$ cat src/rtl/spi_fifo_master.sv
module spi_fifo_master #(
  parameter int FIFO_BYTES = 16,
  parameter int DIV_W      = 9
) (
  input  logic        clk,
  input  logic        rst_n,
  input  logic        bus_sel,
  input  logic        bus_we,
  input  logic [6:2]  bus_addr,
  input  logic [31:0] bus_wdata,
  output logic [31:0] bus_rdata,
  output logic        sck,
  output logic        mosi,
  input  logic        miso,
  output logic        ss_n
);

  localparam int PW = $clog2(FIFO_BYTES);
  localparam int LW = PW + 1;
  localparam logic [31:0] CTRL_MASK = 32'h1001_8F60;

  logic [31:0]      ctrl;
  logic [DIV_W-1:0] baud;
  logic             ovf;

  logic [31:0] tx_mem [FIFO_BYTES];
  logic [31:0] rx_mem [FIFO_BYTES];
  logic [PW-1:0] tx_wp, tx_rp, rx_wp, rx_rp;
  logic [LW-1:0] tx_lvl, rx_lvl, cap;

  logic             busy, half, samp;
  logic [DIV_W-1:0] cnt;
  logic [4:0]       bitn, wm1;
  logic [1:0]       wl;
  logic [31:0]      txsh, rxsh, wmask, rx_word, status_w;

  logic [2:0] grp;
  logic [1:0] op;
  logic wr, rd, on, run, tick, last, bit_in;
  logic push_tx, pop_rx, push_rx, ovf_set, start;

  assign grp = bus_addr[6:4];
  assign op  = bus_addr[3:2];
  assign wr  = bus_sel & bus_we;
  assign rd  = bus_sel & ~bus_we;
  assign on  = ctrl[15];
  assign run = on & ctrl[5];

  assign wl    = (ctrl[11:10] == 2'd0) ? 2'd0 : (ctrl[11:10] == 2'd1) ? 2'd1 : 2'd2;
  assign wm1   = {wl == 2'd2, wl != 2'd0, 3'b111};
  assign wmask = 32'hFFFF_FFFF >> (5'd31 - wm1);
  assign cap   = ctrl[16] ? LW'(FIFO_BYTES >> wl) : LW'(1);

  assign tick    = busy & (cnt == baud);
  assign last    = tick & half & (bitn == wm1);
  assign bit_in  = ctrl[9] ? miso : samp;
  assign rx_word = {rxsh[30:0], bit_in} & wmask;

  assign push_tx = wr & (grp == 3'd2) & (op == 2'd0) & on & (tx_lvl < cap);
  assign pop_rx  = rd & (grp == 3'd2) & (op == 2'd0) & (rx_lvl != '0);
  assign push_rx = last & (rx_lvl < cap);
  assign ovf_set = last & ~(rx_lvl < cap);
  assign start   = run & ~busy & (tx_lvl != '0);

  function automatic logic [31:0] upd(input logic [31:0] o, input logic [31:0] w,
                                      input logic [1:0] k);
    case (k)
      2'd0:    return w;
      2'd1:    return o & ~w;
      2'd2:    return o | w;
      default: return o ^ w;
    endcase
  endfunction

  always_ff @(posedge clk) begin
    if (!rst_n) begin
      ctrl <= '0;
      baud <= '0;
      ovf  <= 1'b0;
    end else begin
      if (wr && grp == 3'd0) ctrl <= upd(ctrl, bus_wdata, op) & CTRL_MASK;
      if (wr && grp == 3'd3) baud <= DIV_W'(upd(32'(baud), bus_wdata, op));
      if (ovf_set) ovf <= 1'b1;
      else if (wr && grp == 3'd1 && op == 2'd1 && bus_wdata[6]) ovf <= 1'b0;
    end
  end

  always_ff @(posedge clk) begin
    if (!rst_n || !on) begin
      tx_wp <= '0; tx_rp <= '0; tx_lvl <= '0;
      rx_wp <= '0; rx_rp <= '0; rx_lvl <= '0;
    end else begin
      if (push_tx) tx_wp <= tx_wp + 1'b1;
      if (last)    tx_rp <= tx_rp + 1'b1;
      tx_lvl <= tx_lvl + LW'(push_tx) - LW'(last);
      if (push_rx) rx_wp <= rx_wp + 1'b1;
      if (pop_rx)  rx_rp <= rx_rp + 1'b1;
      rx_lvl <= rx_lvl + LW'(push_rx) - LW'(pop_rx);
    end
  end

  always_ff @(posedge clk) begin
    if (push_tx) tx_mem[tx_wp] <= bus_wdata;
    if (push_rx) rx_mem[rx_wp] <= rx_word;
  end

  always_ff @(posedge clk) begin
    if (!rst_n) begin
      busy <= 1'b0; half <= 1'b0; samp <= 1'b0;
      cnt  <= '0;   bitn <= '0;
      txsh <= '0;   rxsh <= '0;
    end else if (!run) begin
      busy <= 1'b0;
    end else if (start) begin
      busy <= 1'b1;
      half <= 1'b0;
      cnt  <= '0;
      bitn <= '0;
      txsh <= tx_mem[tx_rp];
    end else if (busy) begin
      if (tick) begin
        cnt <= '0;
        if (!half) begin
          half <= 1'b1;
          samp <= miso;
        end else begin
          half <= 1'b0;
          rxsh <= {rxsh[30:0], bit_in};
          txsh <= {txsh[30:0], 1'b0};
          bitn <= bitn + 1'b1;
          if (bitn == wm1) busy <= 1'b0;
        end
      end else begin
        cnt <= cnt + 1'b1;
      end
    end
  end

  always_comb begin
    status_w = '0;
    status_w[16 +: LW] = tx_lvl;
    status_w[24 +: LW] = rx_lvl;
    status_w[6] = ovf;
  end

  always_comb begin
    bus_rdata = '0;
    case (grp)
      3'd0: bus_rdata = ctrl;
      3'd1: bus_rdata = status_w;
      3'd2: if (op == 2'd0 && rx_lvl != '0) bus_rdata = rx_mem[rx_rp];
      3'd3: bus_rdata = 32'(baud);
      default: bus_rdata = '0;
    endcase
  end

  assign sck  = ctrl[6] ^ (busy & ~(half ^ ctrl[8]));
  assign mosi = busy & txsh[wm1];
  assign ss_n = ~(ctrl[28] & run & (tx_lvl != '0));

endmodule

$ cat config.mk
export PLATFORM = sky130hd
export DESIGN_NAME = spi_fifo_master
export DESIGN_NICKNAME = d
export VERILOG_FILES = /design/src/rtl/spi_fifo_master.sv
export SDC_FILE = /design/constraint.sdc
export NUM_CORES = 1
export LEC_CHECK = 0
export BUFFER_PORTS_ARGS = -buffer_cell sky130_fd_sc_hd__buf_2
export CAP_MARGIN = 0
export CORE_MARGIN = 1.5
export CORE_UTILIZATION = 40
export DETAILED_ROUTE_END_ITERATION = 6
export GPL_TIMING_DRIVEN = 0
export PLACE_DENSITY_LB_ADDON = 0.15
export SLEW_MARGIN = 20
export SYNTH_ARGS = -nofsm -noshare
export SYNTH_HDL_FRONTEND = slang
export SYNTH_SLANG_ARGS = --single-unit
export TNS_END_PERCENT = 10
$ cat constraint.sdc
create_clock -name clk -period 7.38 [get_ports clk]
set_clock_uncertainty 0.2 [all_clocks]
set_input_delay 1.107 -clock clk [delete_from_list [all_inputs] [get_ports clk]]
set_output_delay 1.107 -clock clk [all_outputs]
set_load 0.02 [all_outputs]
==> impl_metrics.toml <==
[status]
status = "completed"

[clock_network]
cts.path.max_buffers = 3
cts_tree = "done"
cts_buffers = 116
htreeDepth = 3
clk_latency_ns = 0.73
post_cts_buffers = 0
cts.sinks = 1157
cts_resized = 0
clk_pin_slew_ns = 0.06
cts-hold-fix-buffers = 0
cts_root_buf = "clkbuf_16"

[job]
cap_violations = 0

[yosys]
synth_area_per_cell_um2 = 18.4
synth_area_leaders = "edfxtp_1 (66%), mux4_2 (13%), dfxtp_1 (5.7%)"
synth_seq_cells = 1157
synthArstFlopShare = 0
synth_edf_count = 1024
synth_top_cell_by_area = "edfxtp_1"
synth_ff_type = "edfxtp_1"
yosysWarnings = 0
yosysTopAreaCellShare = 0.660
synth_area_mm2 = 0.0466
synth.distinct_cells = 63
synthCells = 2534
ys_seq_area_frac = 0.718

[sta]
worstMarginPinSlew_ns = 1.17
rsz0062_at_grt = "false"
slew_headroom = 0.218
final_hold_viol_count = 0
period_needed_ns = 5.63
setup_violations = 0
period_share = 0.763
whs_ns = 0.264
maxSlewViolCount = 0
clock.fmax_mhz = 178

[cells_and_area]
mostFrequentLayoutCells = "edfxtp_1 (1024), mux4_2 (271), buf_2 (140), dfxtp_1 (133), mux2i_1 (130)"
drive_above_1_share = 0.253
area_growth_pct = 15.5
multi_input_area_mm2 = 0.0123
seq_area_mm2 = 0.0334
final_util = 0.468
layout_commonest_cell = "edfxtp_1"
nFillCells = 9811
nNetsFinal = 2946
layout.cells.non_filler = 4450

[worst_setup_path]
reg2reg_depth = 18
critPathMaxFanout = 10
cp.arrival_ns = 4.32
cp_data_required_time_ns = 6.07
worstSetupStartpointType = "flop"
setup.worst_path.class = "flop to primary output"
end_kind = "primary output"

[floorplan]
coreArea_mm2 = 0.115
dieArea_mm2 = 0.118
die_w_um = 344
die_y_um = 344
io_pins = 77
row_count = 124
initial_core_util = 0.406

[power_and_ir_drop]
irDropWorstVdd_v = 0.000212
power_density_mw_per_mm2 = 246
leakagePower_nw = 18.5

[global_route]
grt_pass1_wl_um = 180000
met1_usage = 0.287
grt_antenna_before_repair = 10
met2_usage = 0.359
use_met3 = 0.0388
grt_max_degree = 33
top_usage_layer = "met2"
track_usage = 0.214
grt_remaining_overflow = 0
grt_pass1_vias = 25700

[place]
routabilityCongestion = 0.840
place_inst = 4227
hpwl_um = 84600
portBuffers = 75

[detailed_routing]
ant_nets = 0
via_per_inst = 5.58
drt-initial-drc-count = 2342
totalWireLength_um = 125000
via_count = 24800
drc = 0
wire_per_inst_um = 28.1
drt_first_pass_iters = 5

[worst_hold_path]
hp-class = "flop to flop"
whs_path_depth = 2
## report_power, final
part           switching [mW]  internal, mW  leakage, nW
combinational          0.0920        0.0367         5.11
sequential            0.00338          7.07         11.4
clock                    2.51          3.52         1.89
total                    2.61          10.6         18.5
## path summary, 6_finish.rpt
path                            startpoint      endpoint  slack (ns)
worst max-delay path                  flop  bus_rdata[0]        1.75
worst min-delay path              rxsh[30]      rxsh[30]        0.26
worst max register to register    ctrl[10]     tx_lvl[4]        2.00
worst min register to register    rxsh[30]      rxsh[30]        0.26
## per-layer routing
layer | part of all wire | wire length, um
met2 | 0.49 | 61800
met3 | 0.062 | 7770
met1 | 0.42 | 52300
met4 | 0.025 | 3110
met5 | 0.00062 | 78
## metrics by stage
step | total power, mW | worst slack, ns | instance area, um^2 | TNS, ns
floorplan | 7.26 | 1.75 | 46600 | 0
global placement | 7.33 | -4.42 | 48800 | -1264.48
detailed placement | 7.34 | 2.24 | 49800 | 0
CTS | 13.3 | 1.79 | 53700 | 0
global route | 13.6 | 1.70 | 53800 | 0
finish | 13.2 | 1.75 | 53800 | 0
## state kept, by name, indices dropped and copies added (netlist names), 5 cells and up, named ones only
name    count
rx_mem    512
bitn        5
rx_lvl      5
baud        9
ctrl        9
cnt         9
rxsh       31
tx_mem    512
txsh       32
tx_lvl      5
## kinds of logic (layout without fill, tap and decap cells)
logic type	Yosys count	after routing	share of synthesized area
AND/OR/NAND/NOR	400	400	0.0426
flip-flops	1157	1157	0.718
AO/OA/AOI/OAI	234	234	0.0331
adder cells (fa/ha/maj)	70	70	0.0191
multiplexers	405	405	0.160
XOR/XNOR	26	26	0.00537
buffers and inverters	241	642	0.0222
other	1	4	0.0000805
## layout make-up
| type | count | area share |
|---|---|---|
| Clock inverter | 71 | 0.0144 |
| Tap cell | 1512 | 0.0352 |
| Timing Repair Buffer | 181 | 0.0228 |
| Sequential cell | 1157 | 0.621 |
| Inverter | 102 | 0.00712 |
| Clock buffer | 149 | 0.0582 |
| Buffer | 139 | 0.0122 |
| Multi-Input combinational cell | 1137 | 0.229 |
| Antenna cell | 2 | 0.0000931 |
## critical path, stage by stage (launching register included)
cell,delay [ns]
dfxtp_1,0.34
buf_2,0.29
clkbuf_1,0.90
buf_1,0.78
mux4_2,0.38
inv_1,0.08
o21ai_0,0.53
buf_2,0.29
## cells in the mapped netlist, types with 15 or more instances
library cell and instances:
edfxtp_1 1024, mux4_2 271, dfxtp_1 133, mux2i_1 130, nand2_1 111, inv_1 102
nor2_1 73, clkbuf_1 70, ha_1 68, o21ai_0 66, a21oi_1 62, nor3_1 62
buf_2 34, a221oi_1 32, nor2b_1 23, and2_1 22, and3_1 22, nand2b_1 18
buf_1 17, xnor2_1 17, nand3_1 15
No activity file was read; power rests on OpenSTA's default activity.
